--- src/rtl/rob_pkg.sv ---
package rob_pkg;

    localparam int ROB_DEPTH_DEF = 8;
    localparam int ROB_TAG_W_DEF = 6;
    localparam int ROB_SID_W_DEF = 4;

    // Per-slot status word
    typedef struct packed {
        logic vld;   // entry is on the correct path
        logic exe;   // issued, result outstanding
        logic ino;   // must run in program order
        logic p0;    // first source present
        logic p1;    // second source present
        logic fin;   // result or resolution received
    } rob_stat_t;

    typedef enum logic [1:0] {
        RK_WAIT    = 2'd0,
        RK_COMMIT  = 2'd1,
        RK_DISCARD = 2'd2
    } ret_kind_e;

    function automatic ret_kind_e head_kind(input rob_stat_t s);
        if (s.vld && s.fin)  return RK_COMMIT;
        if (!s.vld && !s.exe) return RK_DISCARD;
        return RK_WAIT;
    endfunction

    function automatic rob_stat_t fresh_entry(input logic ino, input logic p0, input logic p1);
        rob_stat_t s;
        s.vld = 1'b1;
        s.exe = 1'b0;
        s.ino = ino;
        s.p0  = p0;
        s.p1  = p1;
        s.fin = 1'b0;
        return s;
    endfunction

    function automatic logic alu_cand(input rob_stat_t s);
        return s.vld && !s.exe && !s.fin && !s.ino && s.p0 && s.p1;
    endfunction

    function automatic logic order_cand(input rob_stat_t s);
        return s.vld && s.ino && !s.fin;
    endfunction

endpackage

--- src/rtl/rob_pick.sv ---
// Oldest-first pick: scans candidates starting at a rotating start slot.
module rob_pick #(
    parameter int N  = 8,
    parameter int IW = 3
) (
    input  logic [N-1:0]  cand,
    input  logic [IW-1:0] start,
    output logic          found,
    output logic [IW-1:0] idx
);
    always_comb begin
        found = 1'b0;
        idx   = start;
        for (int i = 0; i < N; i++) begin
            if (!found && cand[IW'(start + IW'(i))]) begin
                found = 1'b1;
                idx   = IW'(start + IW'(i));
            end
        end
    end
endmodule

--- src/rtl/rob_age_mask.sv ---
// Marks every slot whose snapshot identifier is cyclically after the reference.
module rob_age_mask #(
    parameter int N  = 8,
    parameter int SW = 4
) (
    input  logic [N-1:0][SW-1:0] sid,
    input  logic [SW-1:0]        ref_sid,
    output logic [N-1:0]         younger
);
    for (genvar g = 0; g < N; g++) begin : g_cmp
        logic [SW-1:0] diff;
        assign diff       = sid[g] - ref_sid;
        assign younger[g] = !diff[SW-1] && (diff != '0);
    end
endmodule

--- src/rtl/rob_top.sv ---
module rob_top
    import rob_pkg::*;
#(
    parameter int DEPTH = ROB_DEPTH_DEF,
    parameter int TAG_W = ROB_TAG_W_DEF,
    parameter int SID_W = ROB_SID_W_DEF,
    localparam int IDX_W = $clog2(DEPTH)
) (
    input  logic             clk,
    input  logic             rst,
    input  logic             ins_valid,
    input  logic             ins_inorder,
    input  logic [TAG_W-1:0] ins_dst,
    input  logic [TAG_W-1:0] ins_prev,
    input  logic [TAG_W-1:0] ins_src0,
    input  logic             ins_src0_rdy,
    input  logic [TAG_W-1:0] ins_src1,
    input  logic             ins_src1_rdy,
    input  logic [SID_W-1:0] ins_sid,
    output logic             ins_ready,
    output logic [IDX_W-1:0] ins_idx,
    output logic             alu_valid,
    output logic [IDX_W-1:0] alu_idx,
    input  logic             alu_take,
    output logic             br_valid,
    output logic [IDX_W-1:0] br_idx,
    input  logic             br_take,
    input  logic             wb_valid,
    input  logic             wb_link,
    input  logic [IDX_W-1:0] wb_idx,
    input  logic [TAG_W-1:0] wb_tag,
    output logic             wb_accept,
    input  logic             res_valid,
    input  logic             res_mispredict,
    input  logic [IDX_W-1:0] res_idx,
    input  logic [SID_W-1:0] res_sid,
    output logic             ret_valid,
    output logic             ret_commit,
    output logic [TAG_W-1:0] ret_tag,
    input  logic             ret_take
);
    // ---------------- storage ----------------
    rob_stat_t              st_q   [DEPTH];
    rob_stat_t              st_d   [DEPTH];
    logic [TAG_W-1:0]       dst_q  [DEPTH];
    logic [TAG_W-1:0]       prev_q [DEPTH];
    logic [TAG_W-1:0]       s0_q   [DEPTH];
    logic [TAG_W-1:0]       s1_q   [DEPTH];
    logic [DEPTH-1:0][SID_W-1:0] sid_q;
    logic [DEPTH-1:0][SID_W-1:0] sid_view;

    logic [IDX_W-1:0] head_q, tail_q, head_inc, tail_inc;
    logic             full_q, empty_q;

    logic             do_ins, do_ret, do_alu, do_br, squash;
    logic [DEPTH-1:0] alu_cv, br_cv, young;
    logic             br_found;
    ret_kind_e        kind;

    assign head_inc = head_q + 1'b1;
    assign tail_inc = tail_q + 1'b1;

    // ---------------- edge outputs ----------------
    assign ins_ready = !full_q;
    assign ins_idx   = tail_q;
    assign do_ins    = ins_valid && !full_q;

    assign kind       = head_kind(st_q[head_q]);
    assign ret_valid  = !empty_q && (kind != RK_WAIT);
    assign ret_commit = (kind == RK_COMMIT);
    assign ret_tag    = ret_commit ? prev_q[head_q] : dst_q[head_q];
    assign do_ret     = ret_take && ret_valid;

    assign wb_accept  = wb_valid && (wb_link || st_q[wb_idx].vld);
    assign squash     = res_valid && res_mispredict;

    // ---------------- pickers ----------------
    always_comb begin
        for (int i = 0; i < DEPTH; i++) begin
            alu_cv[i] = alu_cand(st_q[i]);
            br_cv[i]  = order_cand(st_q[i]);
        end
    end

    rob_pick #(.N(DEPTH), .IW(IDX_W)) u_alu_pick (
        .cand  (alu_cv),
        .start (head_q),
        .found (alu_valid),
        .idx   (alu_idx)
    );

    rob_pick #(.N(DEPTH), .IW(IDX_W)) u_ord_pick (
        .cand  (br_cv),
        .start (head_q),
        .found (br_found),
        .idx   (br_idx)
    );

    assign br_valid = br_found && !st_q[br_idx].exe && st_q[br_idx].p0 && st_q[br_idx].p1;
    assign do_alu   = alu_valid && alu_take;
    assign do_br    = br_valid && br_take;

    // ---------------- squash mask ----------------
    always_comb begin
        for (int i = 0; i < DEPTH; i++)
            sid_view[i] = (do_ins && tail_q == IDX_W'(i)) ? ins_sid : sid_q[i];
    end

    rob_age_mask #(.N(DEPTH), .SW(SID_W)) u_age (
        .sid     (sid_view),
        .ref_sid (res_sid),
        .younger (young)
    );

    // ---------------- next status ----------------
    always_comb begin
        for (int i = 0; i < DEPTH; i++) begin
            rob_stat_t        s;
            logic [TAG_W-1:0] t0, t1;
            logic [IDX_W-1:0] me;
            me = IDX_W'(i);
            s  = st_q[i];
            t0 = s0_q[i];
            t1 = s1_q[i];
            if (do_ret && head_q == me)
                s = '0;
            if (do_ins && tail_q == me) begin
                s  = fresh_entry(ins_inorder, ins_src0_rdy, ins_src1_rdy);
                t0 = ins_src0;
                t1 = ins_src1;
            end
            if ((do_alu && alu_idx == me) || (do_br && br_idx == me))
                s.exe = 1'b1;
            if (wb_valid && !wb_link && wb_idx == me) begin
                s.exe = 1'b0;
                if (st_q[i].vld) s.fin = 1'b1;
            end
            if (res_valid && res_idx == me) begin
                s.exe = 1'b0;
                if (st_q[i].vld) s.fin = 1'b1;
            end
            if (wb_valid && (s.vld || wb_link)) begin
                if (t0 == wb_tag) s.p0 = 1'b1;
                if (t1 == wb_tag) s.p1 = 1'b1;
            end
            if (squash && young[i])
                s.vld = 1'b0;
            st_d[i] = s;
        end
    end

    // ---------------- registers ----------------
    always_ff @(posedge clk) begin
        if (rst) begin
            head_q  <= '0;
            tail_q  <= '0;
            empty_q <= 1'b1;
            full_q  <= 1'b0;
            for (int i = 0; i < DEPTH; i++) st_q[i] <= '0;
        end else begin
            for (int i = 0; i < DEPTH; i++) st_q[i] <= st_d[i];
            if (do_ins) begin
                dst_q[tail_q]  <= ins_dst;
                prev_q[tail_q] <= ins_prev;
                s0_q[tail_q]   <= ins_src0;
                s1_q[tail_q]   <= ins_src1;
                sid_q[tail_q]  <= ins_sid;
                tail_q         <= tail_inc;
            end
            if (do_ret)
                head_q <= head_inc;
            if (do_ins && !do_ret) begin
                empty_q <= 1'b0;
                full_q  <= (tail_inc == head_q);
            end else if (do_ret && !do_ins) begin
                full_q  <= 1'b0;
                empty_q <= (head_inc == tail_q);
            end
        end
    end
endmodule

--- config.mk ---
export PLATFORM = sky130hd
export DESIGN_NAME = rob_top
export DESIGN_NICKNAME = d
export VERILOG_FILES = /design/src/rtl/rob_pkg.sv /design/src/rtl/rob_pick.sv /design/src/rtl/rob_age_mask.sv /design/src/rtl/rob_top.sv
export SDC_FILE = /design/constraint.sdc
export NUM_CORES = 1
export LEC_CHECK = 0
export BUFFER_PORTS_ARGS = -buffer_cell sky130_fd_sc_hd__buf_4
export CAP_MARGIN = 20
export CORE_MARGIN = 2
export CORE_UTILIZATION = 67
export DETAILED_ROUTE_END_ITERATION = 8
export GPL_TIMING_DRIVEN = 0
export MAX_ROUTING_LAYER = met4
export PLACE_DENSITY_LB_ADDON = 0.15
export SLEW_MARGIN = 25
export SYNTH_ARGS = -nofsm -noshare
export SYNTH_HDL_FRONTEND = slang
export SYNTH_SLANG_ARGS = --single-unit
--- constraint.sdc ---
create_clock -name clk -period 12.6 [get_ports clk]
set_input_delay 1.89 -clock clk [delete_from_list [all_inputs] [get_ports clk]]
set_output_delay 1.89 -clock clk [all_outputs]
set_load 0.01 [all_outputs]
======== After elaboration in Yosys (flattened, before gate mapping) ========
Memories as Yosys holds them, arrays and structs flattened. A register that Yosys moved wholly into a read port is not among the register bits.
Index checks and enable logic that the tools add are counted.
operators by class
  order comparisons ....................... 10
  add/subtract/negate cells ............... 16
  reduce and logical (&&, ||, !) cells .... 246
  equality and inequality tests ........... 61
  muxes and demuxes ....................... 225
  bitwise operators ....................... 9
operators by type and width
  kind                   number
  $mux W6                41
  $logic_and A1 B1 Y1    158
  $mux W1                125
  $eq A6 B6 Y1           16
  $eq A3 B3 Y1 const B   24
  $mux W3                20
  $logic_not A1 Y1       54
  $bmux W1 S3            16
  $eq A3 B2 Y1 const B   12
  $lt A3 B4 Y1 const B   9
  $mux W4                9
  $bwmux W32             1
  $reduce_bool A4 Y1     8
  $sub A4 B4 Y4          8
  $mux W2                12
  $eq A3 B1 Y1 const B   6
  $logic_not A3 Y1       6
  $logic_or A1 B1 Y1     17
  $add A3 B3 Y3 const B  4
  $demux W4 S3           1
  $or A1 B1 Y1           8
  $add A3 B1 Y3 const B  2
  $add A3 B2 Y3 const B  2
  $eq A3 B3 Y1           2
  other kinds (5)        6
word-level totals
  flip-flop bits (word level) ............. 40
  input bits .............................. 57
  RAM bits ................................ 240
  memories kept ........................... 5
  word-level logic and storage cells ...... 584
memory list
  memory  words  width  read ports  clocked after memory_dff  wr ports  line           source
  dst_q   8      6      1           1                         1         rob_top.sv:45  logic [TAG_W-1:0] dst_q [DEPTH];
  prev_q  8      6      1           1                         1         rob_top.sv:46  logic [TAG_W-1:0] prev_q [DEPTH];
  s0_q    8      6      8           0                         1         rob_top.sv:47  logic [TAG_W-1:0] s0_q [DEPTH];
  s1_q    8      6      8           0                         1         rob_top.sv:48  logic [TAG_W-1:0] s1_q [DEPTH];
  st_q    8      6      11          1                         8         rob_top.sv:43  rob_stat_t st_q [DEPTH];

======== Logic depth before layout (Yosys ltp) ========
Gate-level depths: netlist (run 1).
An unclocked memory read counts as a cell.
  depth in word-level cells ............... 38
  mapped depth ............................ 19
  mapped depth without buffers ............ 13

======== Hierarchy ========
From an unflattened synthesis (run 1), not the netlist that was laid out.
unflattened totals
  cell total of the unflattened synthesis .. 1325
  area, all modules ....................... 15981.6 um^2
modules (own cells, without submodules)
  module        seq. area each (um^2)  times used  area an instance (um^2)  cells each
  rob_top       7907.6                 1           13180.1                  1007
  rob_pick      0.0                    2           867.1                    97
  rob_age_mask  0.0                    1           1067.3                   124

======== Worst setup path after synthesis (run 1) ========
Ideal clock, no wire load.
  path type ............................... register -> output
  start ................................... reg head_q[0]
  end ..................................... out br_valid
  setup slack ............................. 6028 ps
  data arrival time ....................... 4682 ps
  cell stages (with the launch flop) ...... 19
  data required time ...................... 10710 ps
  path through ............................ dfxtp_1 -> clkbuf_1 -> inv_1 -> buf_2 -> buf_2 -> buf_1 -> ha_1 -> buf_2 -> inv_2 -> mux4_2 -> a222oi_1 -> o211ai_1 -> a31oi_1 -> a31oi_1 -> xnor2_1 -> buf_2 -> mux2i_1 -> o32ai_1 -> nor3_1
between the ends
  elaborated cells on any way between the ends .. 57
  those cells by class .................... add/sub: 7; mux: 31; reduce/logical: 18; memory: 1
RTL lines
  item                               line            source
  start, declared                    rob_top.sv:52   logic [IDX_W-1:0] head_q, tail_q, head_inc, tail_inc;
  start signal, assigned             rob_top.sv:171  head_q <= head_inc;
  $add A3 B1 Y3 (*)                  n/a
  named net head_inc[0]              rob_top.sv:52
  $bmux W1 S3                        rob_pick.sv:15  if (!found && cand[IW'(start + IW'(i))]) begin
  $mux W1 (not written as such)      rob_pick.sv:15
  $logic_and A1 B1 Y1                rob_pick.sv:15
  $mux W1                            rob_pick.sv:15
  $logic_not A1 Y1                   rob_pick.sv:15
  $logic_and A1 B1 Y1                rob_pick.sv:15
  [13 not listed]                    n/a
  $logic_not A1 Y1                   rob_pick.sv:15
  $logic_and A1 B1 Y1                rob_pick.sv:15
  $mux W3 (*)                        rob_pick.sv:15
  named net br_idx[0]                rob_top.sv:26   output logic [IDX_W-1:0] br_idx,
  $mem_v2 Z8 W6 (*)                  n/a
  $logic_not A1 Y1                   rob_top.sv:99   assign br_valid = br_found && !st_q[br_idx].exe && st_q[br_idx].p0 && st_q[br_idx].p1;
  $logic_and A1 B1 Y1 (2 in series)  rob_top.sv:99
  $logic_and A1 B1 Y1 (*)            rob_top.sv:99
  end, declared                      rob_top.sv:25   output logic br_valid,
Mark *: on every way through the listed nets, which the timed path passes. The rest lies on a longest branch. The select of a mux whose other input is x is not followed.

======== Worst setup path in the final report (run 1) ========
  start ................................... reg head_q[0]
  end ..................................... out br_valid
between the ends
  elaborated cells on any way between the ends .. 57
  those cells by class .................... add/sub: 7; mux: 31; reduce/logical: 18; memory: 1
RTL lines
  item                               line
  $add A3 B1 Y3 (*)                  n/a
  named net head_inc[0]              rob_top.sv:52
  $bmux W1 S3                        rob_pick.sv:15
  $mux W1 (not written as such)      rob_pick.sv:15
  $logic_and A1 B1 Y1                rob_pick.sv:15
  $mux W1                            rob_pick.sv:15
  $logic_not A1 Y1                   rob_pick.sv:15
  $logic_and A1 B1 Y1                rob_pick.sv:15
  [12 not listed]                    n/a
  $mux W1                            rob_pick.sv:15
  $logic_not A1 Y1                   rob_pick.sv:15
  $logic_and A1 B1 Y1                rob_pick.sv:15
  $mux W3                            rob_pick.sv:15
  $mem_v2 Z8 W6                      n/a
  $logic_not A1 Y1                   rob_top.sv:99
  $logic_and A1 B1 Y1 (2 in series)  rob_top.sv:99
  $logic_and A1 B1 Y1 (*)            rob_top.sv:99
Marks and branches as above.

==> reports/qor.csv, run 1 <==
metric,value,unit
async_flop_share,0,
clock_latency,0.58,ns
fin_tns_setup,0,ns
finalCriticalPeriod,8.78,ns
seqPwrFrac,0.410,
fin_skew,0.0297,ns
critPathRequiredTime,10.71,ns
htreeDepth,1,
hold_viol,0,
start_util,0.688,
drcViolationCount,0,
cts_tree,built,
grt_max_degree,17,
rows,56,
drive_gt1_frac,0.174,
hp-class,reg2reg,
numPortBuffers,66,
setup_viol,0,
layout.cells.non_filler,1802,
synth_cell_type_count,81,
critPathKind,reg2out,
grt_overflow,0,
synth-simple-area-share,0.111,
pwr-share-comb,0.246,
die_w,160,µm
place_inst,1748,
vias,12888,
core_area,23600,µm²
avgSynthCellArea,12.2,µm²
cp-end-kind,output pin,
root_buffer,clkbuf_16,
startpoint_type,register,
synth_xor_area_frac,0.0710,
ys_ff_latch,283,
routed_wl,51400,µm
cts_resized,0,
synth_compound_area_frac,0.0960,
rsz0062_at_grt,false,
p_switching,783,µW
viasPerCell,7.15,
fmax,0.114,GHz
synth_ff_type,edfxtp_1,
multi_input_area,7870,µm²
dieHeight,160,µm
syn_inst,1327,
drtAntennaViolNets,0,
wire_per_inst,28.5,µm
pwr_density_cell,140,nW/µm²
grt_pass1_wl,77800,µm
crit_fanout,12,
seq_area_frac_synth,0.487,
synth_edf_count,224,
drt-pass1-iter-count,7,
place_hpwl,35400,µm
ios,78,
synth_mux_area_frac,0.163,
worst_slew_margin_rel,0.329,
cap_viol_max_count,0,
antenna_found_initial,0,
post-cts-setup-buffer-count,0,
numCtsBuffers,29,
yosysWarnings,0,
grt_pass1_vias,12691,
area_delta_synth_final,13.5,%
netlist_area,16200,µm²
place_congestion,1.01,
arrival,6.89,ns
outcome,completed,
n_antenna_cell,0,
slew_violations,0,
synth_top_family_by_area,multiplexers,
cts_buffer_depth,3,
pwr-share-clk,0.344,
final_nets,1564,
drtIter0Drc,1941,
min_period_over_period,0.697,
layout_commonest_cell,edfxtp_1,
clkTransAtPathRegs,0.06,ns
cts.sinks,283,
ir_drop,0.205,mV
finalPower,2590,µW
cts_hold_buf,0,
num-fill-cells,1403,
power.leakage,0.00674,µW
regArea,7910,µm²
p_int,1810,µW
syn_nets,1431,
max_slew.worst_pin.slew,1.01,ns
synth-adder-area-share,0.0399,
layout_common_cells,"224 x edfxtp_1, 126 x mux2i_1, 83 x xnor2_1, 81 x buf_4, 75 x clkbuf_1",
dieArea,25500,µm²
grt_usage,0.415,
switching_share,0.302,
-- Yosys cell counts, types with 11 or more instances --
master / n / area, µm²
buf_2: 11 / 55.1
edfxtp_1: 224 / 6730
xnor2_1: 83 / 727
dfxtp_1: 59 / 1180
nand2b_1: 17 / 106
nor3_1: 16 / 80.1
nand3b_1: 30 / 225
o22ai_1: 31 / 194
o21ai_0: 27 / 135
and3b_1: 12 / 105
inv_1: 24 / 90.1
clkbuf_1: 69 / 259
mux2i_1: 126 / 1260
xor2_1: 45 / 394
a21oi_1: 30 / 150
nor4_1: 23 / 144
a31oi_1: 18 / 113
nand2_1: 69 / 259
nand3_1: 31 / 155
mux4_2: 54 / 1220
and2_1: 15 / 93.8
ha_1: 39 / 488
nor2_1: 54 / 203
a22oi_1: 30 / 225
buf_1: 21 / 78.8
a21o_1: 13 / 97.6
-- worst max-delay path, cell delays in order (launching register included) --
cell      delay [ns]
dfxtp_1         0.38
clkbuf_1        0.27
inv_1           0.24
buf_2           0.33
buf_2           0.34
buf_1           0.63
ha_1            0.35
buf_2           0.20
inv_2           0.16
clkbuf_1        0.50
nor2_1          0.10
a222oi_1        0.84
o211ai_1        0.32
a31oi_1         0.29
a31oi_1         0.08
xnor2_1         0.18
buf_2           0.25
mux2i_1         0.34
o32ai_1         0.15
nor3_1          0.21
buf_4           0.15
-- kinds of logic (layout without fill, tap and decap cells) --
| group | count (synthesis) | after routing |
|---|---|---|
| AND/OR/NAND/NOR | 324 | 324 |
| flip-flops | 283 | 283 |
| AO/OA/AOI/OAI | 222 | 222 |
| multiplexers | 192 | 192 |
| XOR/XNOR | 130 | 130 |
| buffers and inverters | 129 | 285 |
| adder cells (fa/ha/maj) | 47 | 47 |
-- power groups by stage --
stage               logic, µW  registers (µW)  clock network (µW)
global placement          592            1080                   0
floorplan                 413            1070                   0
finish                    638            1060                 890
global route              672            1060                 921
CTS                       621            1060                 884
detailed placement        613            1080                   0
-- cell type report --
type / instances / share of cell area
Tap cell: 319 / 0.0217
Clock inverter: 11 / 0.00699
Multi-Input combinational cell: 915 / 0.427
Timing Repair Buffer: 102 / 0.0409
Sequential cell: 283 / 0.429
Inverter: 26 / 0.00529
Buffer: 103 / 0.0226
Clock buffer: 43 / 0.0468
-- through the flow --
step,hold WS (ns),utilization,cell area [µm²],setup slack [ns]
after floorplan,0.437,-,16200,6.03
after global placement,0.489,0.726,17100,3.65
after detailed placement,0.491,0.739,17400,4.60
after CTS,0.505,0.781,18400,3.97
after global routing,0.520,0.781,18400,3.45
final,0.514,0.781,18400,3.82
-- metal layers --
metal / GRT usage / routed length [µm] / up-vias
met5: - / 0 / -
met4: 0.186 / 2990 / 0
met3: 0.0709 / 6030 / 242
met2: 0.640 / 23400 / 1074
met1: 0.546 / 19000 / 6215
li1: - / - / 5357
-- path summary, 6_finish.rpt --
| check | from | to | slack, ns | cells after the start |
|---|---|---|---|---|
| worst max-delay path | head_q[0] | br_valid | 3.82 | 20 |
| worst min-delay path | empty_q | empty_q | 0.51 | 1 |
| worst max register to register | head_q[0] | st_q[0][4] | 6.36 | 19 |
| worst min register to register | empty_q | empty_q | 0.51 | 1 |
-- registers in the layout, summed over array words and instances (netlist names), named ones only --
register and count:
head_q 3, full_q 1, sid_q 32, empty_q 1
s0_q 48, s1_q 48, ins_idx 3, dst_q 48
prev_q 48, st_q 48
(Power assumes the default switching activity.)
==> inputs of run 2 (changes only) <==
Settings changed: CORE_UTILIZATION 67 to 62.
Clock period 12.6 ns to 9 ns, I/O delays scaled along.
==> reports/qor.csv, run 2 (synthesized netlist as in run 1, its figures left out) <==
metric,value,unit
grt_usage,0.355,
layout.cells.non_filler,1819,
dieArea,27500,µm²
finalPower,3630,µW
arrival,6.84,ns
wire_per_inst,26.3,µm
crit_fanout,12,
endpoint,br_valid,
viasPerCell,6.78,
cts_resized,0,
fmax,0.122,GHz
core_area,25900,µm²
routed_wl,47900,µm
hold_viol,0,
antenna_found_initial,0,
ir_drop,0.228,mV
numPortBuffers,66,
fin_tns_setup,0,ns
die_w,166,µm
cts_tree,built,
root_buffer,clkbuf_16,
min_period_over_period,0.910,
clock_latency,0.57,ns
cap_viol_max_count,0,
power.leakage,0.00677,µW
start_util,0.627,
dieHeight,166,µm
final_nets,1564,
cp-startpoint,head_q[0],
r2r_setup_slack,2.85,ns
startpoint_type,register,
ios,78,
reg2reg_depth,19,
cp-end-kind,output pin,
pwr_density_cell,196,nW/µm²
drt-pass1-iter-count,8,
htreeDepth,1,
finalCriticalPeriod,8.19,ns
worst_slew_margin_rel,0.323,
post-cts-setup-buffer-count,0,
worstReg2RegStart,head_q[0],
setup_viol,0,
drcViolationCount,0,
clkTransAtPathRegs,0.06,ns
fin_skew,0.0263,ns
slew_violations,0,
cts.sinks,283,
drtIter0Drc,1630,
place_inst,1764,
rows,59,
numCtsBuffers,29,
critPathKind,reg2out,
utilization,0.713,
drtAntennaViolNets,0,
layout_commonest_cell,edfxtp_1,
grt_max_degree,17,
cts_buffer_depth,3,
outcome,completed,
place_hpwl,33800,µm
hp-class,reg2reg,
rsz0062_at_grt,false,
cts_hold_buf,0,
critPathRequiredTime,7.65,ns
drive_gt1_frac,0.175,
grt_overflow,0,
grt_pass1_vias,11840,
vias,12334,
max_slew.worst_pin.slew,1.02,ns
grt_pass1_wl,72700,µm
place_congestion,1.03,
layout_common_cells,"224 x edfxtp_1, 126 x mux2i_1, 83 x xnor2_1, 83 x buf_4, 74 x clkbuf_1",
area_delta_synth_final,13.8,%
reg2reg_to,st_q[0][4],
## run 2: changes by cell type in the layout (fill, tap and decap cells not counted), sizes merged
cell      before  now
inv           27   28
bufinv         2    3
diode          0    1
clkbuf       113  114
clkinvlp       2    0
buf          135  134
## run 2: metal layers
layer  vias to the layer above  GRT usage  routed length (µm)
met1                      6090      0.479               19000
li1                       5363          -                   -
met2                       745      0.558               22800
met5                         -          -                   0
met3                       136     0.0567                4480
met4                         0      0.110                1700
## run 2: how the worst min path moves through the flow
stage	from	to	cells past startpoint
after global placement	empty_q	empty_q	1
final	empty_q	empty_q	1
after detailed placement	empty_q	empty_q	1
after floorplan	empty_q	empty_q	1
after global routing	empty_q	empty_q	1
after CTS	empty_q	empty_q	1
## run 2: layout make-up
| type | instances | area (µm²) |
|---|---|---|
| diodes | 1 | 2.50 |
| plain buffers | 103 | 418 |
| clock buffers | 43 | 871 |
| clock inverters | 11 | 145 |
| fillers | 1828 | 7430 |
| inverters | 26 | 97.6 |
| multi-input cells | 915 | 7870 |
| flip-flops and latches | 283 | 7910 |
| well taps | 335 | 419 |
| repair buffers | 102 | 753 |
## run 2: critical path, stage by stage, from the launching register on
cell and delay, ns:
dfxtp_1 0.38, clkbuf_1 0.27, inv_1 0.24, buf_2 0.33
buf_2 0.34, buf_1 0.62, ha_1 0.35, buf_2 0.21
inv_2 0.16, clkbuf_1 0.53, nor2_1 0.09, a222oi_1 0.84
o211ai_1 0.31, a31oi_1 0.27, a31oi_1 0.08, xnor2_1 0.18
buf_2 0.24, mux2i_1 0.33, o32ai_1 0.15, nor3_1 0.20
buf_4 0.15
## run 2: power breakdown
part | internal, µW | switching [µW] | leakage (µW)
Clock | 757 | 512 | 0.000505
Combinational | 354 | 523 | 0.00376
Sequential | 1450 | 33.2 | 0.00250
## run 2: through the flow
stage	hold WS, ns	setup slack [ns]	instance area [µm²]
2_1_floorplan	0.437	2.97	16200
3_3_place_gp	0.481	0.441	17200
3_5_place_dp	0.494	1.53	17500
4_1_cts	0.512	0.970	18500
5_1_grt	0.542	0.424	18500
6_report	0.525	0.813	18500
